==> src/rtl/wrc_pkg.sv <==
package wrc_pkg;
  localparam int ACT_W = 3;

  typedef enum logic [ACT_W-1:0] {
    ACT_RX      = 3'd0,
    ACT_TX      = 3'd1,
    ACT_RESTART = 3'd2,
    ACT_STOP    = 3'd3,
    ACT_ABORT   = 3'd4
  } rel_act_e;

  typedef struct packed {
    logic data_wr;
    logic rel;
    logic sta;
    logic sto;
    logic exit_req;
    logic en_off;
  } cancel_ev_t;
endpackage

==> src/rtl/wrc_rst_sync.sv <==
module wrc_rst_sync #(
  parameter int STAGES = 2
) (
  input  logic clk,
  input  logic rst_n,
  output logic rst_n_sync
);
  logic [STAGES-1:0] sync_q;

  always_ff @(posedge clk or negedge rst_n) begin
    if (!rst_n) sync_q <= '0;
    else        sync_q <= {sync_q[STAGES-2:0], 1'b1};
  end

  assign rst_n_sync = sync_q[STAGES-1];
endmodule

==> src/rtl/wrc_arbiter.sv <==
module wrc_arbiter
  import wrc_pkg::*;
(
  input  cancel_ev_t     ev,
  input  logic           is_master,
  output logic           cand_vld,
  output logic           cand_abort,
  output logic [ACT_W-1:0] cand_act
);
  logic sto_ok, sta_ok;

  // start/stop qualify only in master mode
  assign sto_ok = ev.sto & is_master;
  assign sta_ok = ev.sta & is_master;

  always_comb begin
    cand_vld   = 1'b1;
    cand_abort = 1'b0;
    cand_act   = ACT_RX;
    if (ev.exit_req || ev.en_off) begin
      cand_abort = 1'b1;
      cand_act   = ACT_ABORT;
    end else if (sto_ok) begin
      cand_act   = ACT_STOP;
    end else if (sta_ok) begin
      cand_act   = ACT_RESTART;
    end else if (ev.data_wr) begin
      cand_act   = ACT_TX;
    end else if (ev.rel) begin
      cand_act   = ACT_RX;
    end else begin
      cand_vld   = 1'b0;
    end
  end
endmodule

==> src/rtl/wrc_tracker.sv <==
module wrc_tracker
  import wrc_pkg::*;
(
  input  logic             clk,
  input  logic             rst_n,
  input  logic             wait_start,
  input  logic             wkup_mode,
  input  logic             is_master,
  input  logic             cand_vld,
  input  logic             cand_abort,
  input  logic [ACT_W-1:0] cand_act,
  output logic             hold,
  output logic             rel_pulse,
  output logic [ACT_W-1:0] rel_act,
  output logic             dbl_err
);
  logic             hold_q, hold_d;
  logic             used_q, used_d;
  logic             pulse_q, pulse_d;
  logic [ACT_W-1:0] act_q, act_d;
  logic             err_q, err_d;

  always_comb begin
    hold_d  = hold_q;
    used_d  = used_q;
    pulse_d = 1'b0;
    act_d   = ACT_RX;
    err_d   = err_q;
    if (!hold_q && wait_start) begin
      hold_d = 1'b1;
      used_d = 1'b0;
    end else if (hold_q) begin
      if (cand_vld && !wkup_mode) begin
        hold_d  = 1'b0;
        used_d  = 1'b1;
        pulse_d = 1'b1;
        act_d   = cand_act;
      end
    end else if (used_q && cand_vld && !cand_abort) begin
      err_d = 1'b1;
    end
  end

  always_ff @(posedge clk or negedge rst_n) begin
    if (!rst_n) begin
      hold_q  <= 1'b0;
      used_q  <= 1'b0;
      pulse_q <= 1'b0;
      act_q   <= ACT_RX;
      err_q   <= 1'b0;
    end else begin
      hold_q  <= hold_d;
      used_q  <= used_d;
      pulse_q <= pulse_d;
      act_q   <= act_d;
      err_q   <= err_d;
    end
  end

  assign hold      = hold_q;
  assign rel_pulse = pulse_q;
  assign rel_act   = act_q;
  assign dbl_err   = err_q;


  pulse_ends_hold_chk: assert property (@(posedge clk) disable iff (!rst_n)
    rel_pulse |-> ($past(hold_q) && !hold_q));


  single_pulse_chk: assert property (@(posedge clk) disable iff (!rst_n)
    rel_pulse |=> !rel_pulse);


  master_only_chk: assert property (@(posedge clk) disable iff (!rst_n)
    (rel_pulse && (rel_act == ACT_STOP || rel_act == ACT_RESTART)) |-> $past(is_master));


  wkup_keeps_hold_chk: assert property (@(posedge clk) disable iff (!rst_n)
    (hold_q && wkup_mode) |=> hold_q);


  err_sticky_chk: assert property (@(posedge clk) disable iff (!rst_n)
    dbl_err |=> dbl_err);


  act_range_chk: assert property (@(posedge clk) disable iff (!rst_n)
    rel_pulse |-> (rel_act <= ACT_ABORT));
endmodule

==> src/rtl/wait_release_ctrl.sv <==
module wait_release_ctrl
  import wrc_pkg::*;
(
  input  logic             clk,
  input  logic             rst_n,
  input  logic             wait_start,
  input  logic             is_master,
  input  logic             wkup_mode,
  input  logic             shift_wr,
  input  logic             rel_set,
  input  logic             sta_set,
  input  logic             sto_set,
  input  logic             exit_set,
  input  logic             en_clr,
  output logic             scl_hold,
  output logic             rel_pulse,
  output logic [ACT_W-1:0] rel_act,
  output logic             dbl_err
);
  logic             rst_n_int;
  cancel_ev_t       ev;
  logic             cand_vld, cand_abort;
  logic [ACT_W-1:0] cand_act;

  wrc_rst_sync #(.STAGES(2)) u_rst (
    .clk        (clk),
    .rst_n      (rst_n),
    .rst_n_sync (rst_n_int)
  );

  assign ev = '{data_wr: shift_wr, rel: rel_set, sta: sta_set,
                sto: sto_set, exit_req: exit_set, en_off: en_clr};

  wrc_arbiter u_arb (
    .ev         (ev),
    .is_master  (is_master),
    .cand_vld   (cand_vld),
    .cand_abort (cand_abort),
    .cand_act   (cand_act)
  );

  wrc_tracker u_trk (
    .clk        (clk),
    .rst_n      (rst_n_int),
    .wait_start (wait_start),
    .wkup_mode  (wkup_mode),
    .is_master  (is_master),
    .cand_vld   (cand_vld),
    .cand_abort (cand_abort),
    .cand_act   (cand_act),
    .hold       (scl_hold),
    .rel_pulse  (rel_pulse),
    .rel_act    (rel_act),
    .dbl_err    (dbl_err)
  );
endmodule

==> config.mk <==
export PLATFORM = sky130hd
export DESIGN_NAME = wait_release_ctrl
export DESIGN_NICKNAME = d
export VERILOG_FILES = /design/src/rtl/wrc_pkg.sv /design/src/rtl/wrc_rst_sync.sv /design/src/rtl/wrc_arbiter.sv /design/src/rtl/wrc_tracker.sv /design/src/rtl/wait_release_ctrl.sv
export SDC_FILE = /design/constraint.sdc
export NUM_CORES = 1
export LEC_CHECK = 0
export CORE_AREA = 10 10 47 49
export CTS_CLUSTER_DIAMETER = 60
export DETAILED_ROUTE_END_ITERATION = 10
export DIE_AREA = 0 0 57 59
export PLACE_DENSITY = 0.62
export SETUP_SLACK_MARGIN = 0.5
export SLEW_MARGIN = 5
export SYNTH_ARGS = -nofsm -noshare
export SYNTH_HDL_FRONTEND = slang
export SYNTH_SLANG_ARGS = --single-unit
export TNS_END_PERCENT = 1
==> constraint.sdc <==
create_clock -name clk -period 0.8 [get_ports clk]
set_input_delay 0.16 -clock clk [delete_from_list [all_inputs] [get_ports clk]]
set_output_delay 0.16 -clock clk [all_outputs]
set_load 0.02 [all_outputs]
---- Word level (Yosys, flattened, before mapping) ----
Cells that the tools add are included.
operators by class
  bitwise gates (word level) .............. 4
  multiply operators ...................... 0
  add/sub/neg operators ................... 0
  shift operators ......................... 0
  reductions and logical operators ........ 12
  divide/modulo/power cells ............... 0
  equality and inequality tests ........... 0
  multiplexer cells ....................... 22
  magnitude comparators ................... 0
operator list
  cell                 count
  $mux W3              6
  $mux W1              16
  $logic_and A1 B1 Y1  4
  $reduce_bool A2 Y1   2
  $logic_not A1 Y1     3
  $reduce_and A3 Y1    1
  $and A1 B1 Y1        2
  $not A1 Y1           2
  $reduce_and A2 Y1    1
  $logic_or A1 B1 Y1   1
word-level totals
  register bits ........................... 9
  input bits .............................. 11
  ROM bits ................................ 0
  bits in writable memories ............... 0
  memories kept ........................... 0
  word-level logic and storage cells ...... 44
  bits in latches ......................... 0

---- Logic depth before layout (Yosys ltp) ----
Gate-level depths: netlist of the first run.
  word-level depth ........................ 9
  depth in mapped cells ................... 3

---- By module ----
From an unflattened synthesis of the first run, not the netlist that was laid out.
unflattened totals
  cells, all modules ...................... 32
  area total of the unflattened synthesis .. 359.1 µm²
by module, submodules not included
  module        area an instance (µm²)  cells each  times used
  wrc_tracker   247.7                   20          1
  wrc_arbiter   57.6                    9           1
  wrc_rst_sync  53.8                    3           1

---- Worst setup path before layout of the first run ----
No wires, ideal clock.
  kind .................................... reg2reg
  start point ............................. register u_trk.hold_q, in the netlist u_trk.hold
  end point ............................... register u_trk.used_q
  setup slack ............................. -279 ps
  path buffers ............................ 0
  arrival ................................. 955 ps
  data required time ...................... 676 ps
  cell stages (with the launch flop) ...... 4
  cells stage by stage .................... dfrtp_1 nand2b_1 a31oi_2 a211o_1
between the ends
  cells in the longest elaborated chain, start to end .. 4
ends and longest elaborated chain
  element                              line               source
  start, declared                      wrc_tracker.sv:17  logic hold_q, hold_d;
  start signal, assigned               wrc_tracker.sv:52  hold_q <= hold_d;
  $logic_not A1 Y1                     wrc_tracker.sv:29  if (!hold_q && wait_start) begin
  $logic_and A1 B1 Y1                  wrc_tracker.sv:29
  $reduce_bool A2 Y1 (no source line)  --
  $reduce_and A2 Y1 (no source line)   --
  end signal, assigned                 wrc_tracker.sv:53  used_q <= used_d;
  end, declared                        wrc_tracker.sv:18  logic used_q, used_d;
Several ways; a longest one is shown, not always the timed one.
A chain may end at the register's enable or synchronous reset.

---- Final worst setup path of the first run ----
Same ends and word-level chain as after synthesis.

==> flow_summary.ini, run 1 <==
[critical_path]
crit_path_start_kind = register
crit_required_ns = 0.94
cp_max_fo = 4
end_kind = register
critPathArrivalTime_ns = 1.15
path_class = register to register

[timing]
fmax_ghz = 0.9913
min_period_ns = 1.009
fin_worst_skew_ns = 0.001660
drv_slew = 0
rsz0062_at_grt = true
setup_slack_ns = -0.2088
post-route-period-util_pct = 126.1
hold_violations = 0
final-setup-viol-count = 13

[outcome]
violations = setup timing
outcome = complete, but fails checks

[cells_and_area]
layout-drive-gt1-share_pct = 46.30
final_area_sq_um = 610.6
nets = 66
instances_no_fill = 70
multi_input_area_sq_um = 140.1
area_growth_pct = 82.09
seq_area_sq_um = 227.7
diodes = 0
num-fill-cells = 152

[grt]
grt_max_degree = 8
grt_antenna_before_repair = 0
grt_usage_pct = 6.095
grt_pass1_vias = 350
grt_pass1_wl_um = 1573
grt.overflow.total = 0

[clock_tree]
clock-sinks = 9
path_clk_slew_ns = 0.06
cts-htree-levels = 1
cts-root-buf = clkbuf_4
ctsHoldBuffers = 0
clock_path_buffers = 2
clkLatencyLatePin_ns = 0.25
tritoncts = done
numCtsBuffers = 3

[placement]
portBuffers = 16
placed_area_sq_um = 570.5
dp_hpwl_um = 744.2
placedCellCount = 64
routabilityCongestion = 0.6847

[power_and_ir_drop]
power.leakage_uw = 0.0002884
power_density_nw_per_um2 = 1962
peakVddDrop_uv = 815.6

[logic_synthesis]
yosysTopAreaCell = dfrtp_1
synth_cells = 27
netlist_area_sq_um = 335.3
ys_types = 15
ys.warnings.count = 0
avgSynthCellArea_sq_um = 12.42
ys_seq_area_share_pct = 67.16
synthTopCellsByArea = dfrtp_1 67%, nor2_1 4.5%, a31oi_2 3.7%, nor4_1 3.7%, a211o_1 2.6%
synth-seq-cells = 9
synthArstFlopShare_pct = 100.0
syn_nets = 38
netlist.area_leader.share_pct = 67.16
yosys-top-cells-count = 9 x dfrtp_1, 4 x nor2_1, 2 x nor4_1
synth-edff-count = 0
ys.flop_type = dfrtp_1
synth_most_common_cell = dfrtp_1

[detailed_routing]
first_pass_iters = 2
viasPerCell = 4.400
remaining_drc_errors = 0
vias = 308
wl_um = 919
wl_per_cell_um = 13.13
drt-initial-drc-count = 1
ant_nets = 0

[floorplanning]
dieHeight_um = 59
core_sq_um = 1401
io_pins = 17
start_util_pct = 23.93
die_w_um = 57
die_area_sq_um = 3363
rows = 14

[min_path]
hp-class = input port to async pin

[run]
max_cap_violations = 0
power breakdown:
| part | switching, uW | leakage (uW) | internal, uW |
|---|---|---|---|
| registers | 32.3 | 0.000106 | 508 |
| logic | 145 | 0.000167 | 173 |
| clock network | 148 | 0.0000150 | 192 |
| total | 325 | 0.000288 | 873 |
cell type report:
cell class	count	share of cell area (%)
timing repair buffer	23	32.17
tap	16	3.279
multi-input combinational	18	22.95
sequential	9	37.29
clock buffer	4	4.303
cell families after synthesis:
group | after synthesis | share of synthesized area, %
flops | 9 | 67.17
other cells | 1 | 1.118
compound gates | 5 | 13.81
simple gates | 12 | 17.91
sequential cells by signal, indices dropped and copies added, names as in the netlist:
register         count
u_trk.rel_act        3
u_trk.hold           1
u_trk.dbl_err        1
u_trk.used_q         1
u_trk.rel_pulse      1
u_rst.sync_q         2
placed cells by master, fill, tap and decap left out, drive strengths merged, types with 2 or more instances in the layout:
cell type	count
buf	13
clkbuf	4
clkdlybuf4s50	7
dfrtp	9
dlymetal6s2s	2
nor2	5
nor4	2
repair_timing:
item                       4_1_cts  5_1_grt
setup endpoints to repair       21       14
hold endpoints to repair         0        0
buffers inserted                 1        1
resized for setup               28        6
pin swaps                        1        1
cloned                           0        0
worst max-delay path, cell delays in order (launching register included):
cell      delay (ns)
dfrtp_2         0.40
buf_6           0.13
nand2b_4        0.09
a31oi_4         0.04
a211o_1         0.23
metal layers:
metal  vias up  GRT usage, %  wire length (um)
met5         -             0                 0
met4         0         4.027                28
met3         2         3.433                67
met2        12         10.70               493
met1       146         5.212               328
li1        148             -                 -
final timing paths:
| path | from | end | slack (ns) | cells past startpoint |
|---|---|---|---|---|
| min in group clk | is_master | u_trk.rel_act[1] | 0.34 | 4 |
| setup reg to reg | u_trk.hold | u_trk.used_q | -0.21 | 4 |
| max in group asynchronous | u_rst.sync_q[1] | u_trk.hold | 0.55 | 0 |
| setup / recovery | u_trk.hold | u_trk.used_q | -0.21 | 4 |
| hold / removal | rst_n | u_rst.sync_q[0] | 0.07 | 1 |
| hold reg to reg | u_rst.sync_q[1] | u_trk.rel_act[2] | 0.09 | 0 |
per-stage QoR:
stage	setup TNS, ns	setup WS [ns]	utilization, %	hold WS [ns]	power [uW]
6_report	-1.744	-0.2088	43.57	0.06583	1198
2_1_floorplan	-0.3536	-0.1559	-	-0.1356	674.3
4_1_cts	-1.827	-0.2058	41.61	0.06371	1186
5_1_grt	-2.197	-0.2449	43.57	0.06688	1263
3_3_place_gp	-4.333	-0.4758	40.71	0.1161	852.4
3_5_place_dp	-4.579	-0.5173	40.71	0.1187	860.5
Note: power is estimated with default switching activity, not from simulation.
==> run 2, diff against run 1 <==
==> constraint.sdc (replaced) <==
create_clock -name clk -period 1.2 [get_ports clk]
set_input_delay 0.24 -clock clk [delete_from_list [all_inputs] [get_ports clk]]
set_output_delay 0.24 -clock clk [all_outputs]
set_load 0.02 [all_outputs]
==> run 2 against run 1 <==
- the flow now finishes without violations
- clock-buffer cell count stayed put
- power shrank 34%
- register-to-register slack improved by 0.37 ns
- sequential cell count unchanged
- largest power group unchanged
==> flow_summary.ini, run 2 (same netlist as run 1, synthesis figures left out) <==
[critical_path]
crit_required_ns = 1.40
crit_slowest_cell = clkdlybuf4s50_1
cpLargestDelayFamily = buffers and inverters
r2r_slack_ns = 0.16
worstPathCellList = clkdlybuf4s50_1 -> buf_4 -> nor3_1 -> a31o_2
critPathArrivalTime_ns = 1.27
cp.depth = 4
ff2ff_path_depth = 4
critical_path_buf_inv_count = 2
cp_max_fo = 3
crit_path_start_kind = input port
end_kind = register
slowest_delay_ns = 0.46
path_class = input port to register
rr_endpoint = u_trk.used_q
r2r_start = u_trk.hold

[detailed_routing]
ant_nets = 0
wl_per_cell_um = 13.39
drt-initial-drc-count = 4
viasPerCell = 4.420
vias = 305
wl_um = 924
first_pass_iters = 2
remaining_drc_errors = 0

[timing]
min_period_ns = 1.068
drv_slew = 0
hold_violations = 0
rsz0062_at_grt = true
setup_slack_ns = 0.1315
fin_worst_skew_ns = 0.002071
post-route-period-util_pct = 89.04
fmax_ghz = 0.9359
final-setup-viol-count = 0

[power_and_ir_drop]
power.leakage_uw = 0.0002763
p_total_uw = 784.8
power_density_nw_per_um2 = 1323
peakVddDrop_uv = 540.5

[cells_and_area]
diodes = 0
num-fill-cells = 141
instances_no_fill = 69
largest_reg_flops = 3
final_core_util_pct = 42.32
most-common-layout-cells = 8 x dfrtp_1, 6 x clkdlybuf4s50_1, 6 x buf_4
layout-drive-gt1-share_pct = 43.40
multi_input_area_sq_um = 140.1
layout_commonest_cell = dfrtp_1
nets = 65
regMostFlops = u_trk.rel_act
seq_area_sq_um = 226.5
reg_top3 = u_trk.rel_act (3), u_rst.sync_q (2)
area_growth_pct = 76.87

[clock_tree]
cts-htree-levels = 1
clock_path_buffers = 2
ctsHoldBuffers = 0
clkLatencyLatePin_ns = 0.26
numCtsBuffers = 3
clock-sinks = 9
tritoncts = done
cts-root-buf = clkbuf_4
path_clk_slew_ns = 0.06

[grt]
grt.overflow.total = 0
grt_antenna_before_repair = 0
grt_max_degree = 8
grt_usage_pct = 5.872
grt_pass1_wl_um = 1483
grt_pass1_vias = 360

[floorplanning]
core_sq_um = 1401
rows = 14
die_w_um = 57
start_util_pct = 23.93
die_area_sq_um = 3363
io_pins = 17
dieHeight_um = 59

[placement]
portBuffers = 16
placedCellCount = 64
place_ws_ns = -0.1884
dp_hpwl_um = 745.1
routabilityCongestion = 0.6849

[min_path]
hp-class = register to async pin

[outcome]
outcome = complete, no violations

[run]
max_cap_violations = 0
==> run 2: repair_timing <==
item / 4_1_cts / 5_1_grt
setup buffers: 0 / 1
gates resized for setup: 31 / 2
pin swaps: 2 / 0
endpoints found under the setup margin: 13 / 13
==> run 2: layout make-up <==
type / count / share of cell area, %
Clock buffer: 4 / 4.430
Tap cell: 16 / 3.376
Multi-Input combinational cell: 18 / 23.63
Sequential cell: 9 / 38.19
Timing Repair Buffer: 22 / 30.38
==> run 2: where the power goes <==
group	switching (uW)	leakage, uW	internal (uW)
Sequential	19.1	0.000107	338
Clock	101	0.0000150	128
Combinational	96.9	0.000154	102
==> run 2: how the worst max path moves through the flow <==
stage,from,end,slack [ns]
floorplan,u_trk.hold,u_trk.used_q,0.24
global placement,sta_set,u_trk.used_q,-0.16
detailed placement,sta_set,u_trk.used_q,-0.19
CTS,u_trk.hold,scl_hold,0.16
global route,u_trk.hold,u_trk.used_q,0.11
finish,en_clr,u_trk.dbl_err,0.13
==> run 2: per-stage QoR <==
stage / setup TNS (ns) / area [sq um] / hold WS (ns)
after global placement: -0.4908 / 570.5 / 0.1161
after global routing: 0 / 593.1 / 0.1362
final: 0 / 593.1 / 0.1068
after floorplan: 0 / 352.8 / -0.05559
after detailed placement: -0.6244 / 570.5 / 0.1183
after CTS: 0 / 576.8 / 0.1244
==> run 2: per-layer routing <==
metal | part of all wire, % | up-vias | GRT usage [%]
met4 | 2.1 | 0 | 4.698
met2 | 53 | 13 | 10.08
met5 | 0 | - | 0
met3 | 10 | 2 | 4.721
li1 | - | 147 | -
met1 | 35 | 143 | 4.111
==> run 3, diff against run 2 <==
--- a/config.mk
+++ b/config.mk
@@ -5,11 +5,13 @@
 export SDC_FILE = /design/constraint.sdc
 export NUM_CORES = 1
 export LEC_CHECK = 0
+export CELL_PAD_IN_SITES_DETAIL_PLACEMENT = 1
+export CELL_PAD_IN_SITES_GLOBAL_PLACEMENT = 1
 export CORE_AREA = 10 10 47 49
 export CTS_CLUSTER_DIAMETER = 60
 export DETAILED_ROUTE_END_ITERATION = 10
 export DIE_AREA = 0 0 57 59
-export PLACE_DENSITY = 0.62
+export PLACE_DENSITY = 0.76
 export SETUP_SLACK_MARGIN = 0.5
 export SLEW_MARGIN = 5
 export SYNTH_ARGS = -nofsm -noshare
==> constraint.sdc (replaced) <==
create_clock -name clk -period 1.1 [get_ports clk]
set_input_delay 0.22 -clock clk [delete_from_list [all_inputs] [get_ports clk]]
set_output_delay 0.22 -clock clk [all_outputs]
set_load 0.02 [all_outputs]
==> run 3 against run 2 <==
- clock skew grew 0.0012 ns
- final cell count is the same
- sequential cell count is the same
- first-iteration DRC count grew 50%
- routed wire length grew 7.4%
- sequential share of layout area shrank 0.94 points
- clock-buffer cell count shrank 1
- design area grew 2.5%
- via count grew 3.3%
- largest power group unchanged
==> flow_summary.ini, run 3 (same netlist as run 1, synthesis figures left out) <==
[outcome]
outcome = complete, no violations

[grt]
grt_usage_pct = 6.275
grt_pass1_vias = 379
grt_antenna_before_repair = 0
grt_max_degree = 8
grt_pass1_wl_um = 1656
grt.overflow.total = 0

[placement]
placed_area_sq_um = 563.0
portBuffers = 16
routabilityCongestion = 0.7558
place_ws_ns = -0.2884
dp_hpwl_um = 772.5

[power_and_ir_drop]
p_sw_uw = 258.5
switching_share_pct = 29.40
pwr-share-seq_pct = 44.4
power_density_nw_per_um2 = 1446
clock_power_share_pct = 29.7
peakVddDrop_uv = 604.0
power.leakage_uw = 0.0002807
p_total_uw = 879.3
p_int_uw = 620.9
p_comb_share_pct = 25.9

[critical_path]
rr_endpoint = u_trk.used_q
critical_path_buf_inv_count = 2
slowest_delay_ns = 0.53
worstPathCellList = clkdlybuf4s50_1 -> buf_4 -> nor3_1 -> a31o_2
crit_slowest_cell = clkdlybuf4s50_1
crit_required_ns = 1.26
critPathArrivalTime_ns = 1.20
path_class = input port to register
startpoint = exit_set
r2r_slack_ns = 0.09
ff2ff_path_depth = 4
crit_path_start_kind = input port
cp.depth = 4
r2r_start = u_trk.hold
end_kind = register
cp_max_fo = 3
cpLargestDelayFamily = buffers and inverters

[clock_tree]
clock-sinks = 9
cts-root-buf = clkbuf_4
tritoncts = done
clock_path_buffers = 2
cts-htree-levels = 1
numCtsBuffers = 3
clkLatencyLatePin_ns = 0.27
path_clk_slew_ns = 0.06

[timing]
rsz0062_at_grt = true
drv_slew = 0
fmax_ghz = 0.9581
min_period_ns = 1.044
post-route-period-util_pct = 94.88
final-setup-viol-count = 0
hold_violations = 0
fin_worst_skew_ns = 0.003319
setup_slack_ns = 0.05632
tns_ns = 0

[detailed_routing]
wl_per_cell_um = 14.38
viasPerCell = 4.565
ant_nets = 0
drt-initial-drc-count = 6
remaining_drc_errors = 0
first_pass_iters = 4
vias = 315
wl_um = 992

[min_path]
hp-class = input port to async pin

[cells_and_area]
area_growth_pct = 81.34
regMostFlops = u_trk.rel_act
layout-drive-gt1-share_pct = 45.28
diodes = 0
num-fill-cells = 169
final_area_sq_um = 608.1
nets = 65
largest_reg_flops = 3
most-common-layout-cells = 8 x dfrtp_1, 7 x clkdlybuf4s50_1, 5 x buf_2, 5 x buf_4
reg_top3 = u_trk.rel_act (3), u_rst.sync_q (2)
layout_commonest_cell = dfrtp_1
seq_area_sq_um = 226.5
multi_input_area_sq_um = 148.9

[floorplanning]
start_util_pct = 23.93
dieHeight_um = 59
die_area_sq_um = 3363
io_pins = 17
core_sq_um = 1401
die_w_um = 57
rows = 14

[run]
max_cap_violations = 0
run 3: layout make-up:
cell class	instances	area share, %
clock inverters	1	0.8230
multi-input cells	18	24.49
well taps	16	3.292
flip-flops and latches	9	37.24
repair buffers	22	30.45
clock buffers	3	3.704
run 3: power by group through the flow:
stage / sequential [uW] / combinational (uW) / clock [uW]
after floorplan: 432 / 58.6 / 0
after global placement: 394 / 222 / 0
after detailed placement: 397 / 229 / 0
after CTS: 391 / 219 / 269
after global routing: 397 / 246 / 281
final: 391 / 228 / 261
run 3: worst max path at each step:
stage | end | slack (ns)
after detailed placement | u_trk.used_q | -0.29
final | u_trk.dbl_err | 0.06
after floorplan | u_trk.used_q | 0.14
after CTS | u_trk.used_q | 0.07
after global placement | u_trk.used_q | -0.24
after global routing | u_trk.dbl_err | 0.04
run 3: repair_timing:
action                     CTS  global route
buffers inserted             2             0
resized for setup           30             4
setup endpoints to repair   13            13
hold buffers                 0             0
pin swaps                    3             1
run 3: metal layers:
layer / track usage [%] / part of all wire [%] / up-vias
li1: - / - / 148
met1: 5.468 / 36 / 148
met2: 10.70 / 51 / 17
met3: 3.863 / 11 / 2
met4: 4.027 / 2.4 / 0
met5: 0 / 0 / -
run 3: per-stage QoR:
step	cells	utilization, %	hold WS [ns]
6_report	69	43.39	0.1092
5_1_grt	69	43.39	0.1088
4_1_cts	69	41.88	0.1067
3_5_place_dp	63	40.18	0.1296
3_3_place_gp	63	40.18	0.1159
2_1_floorplan	27	-	-0.07559
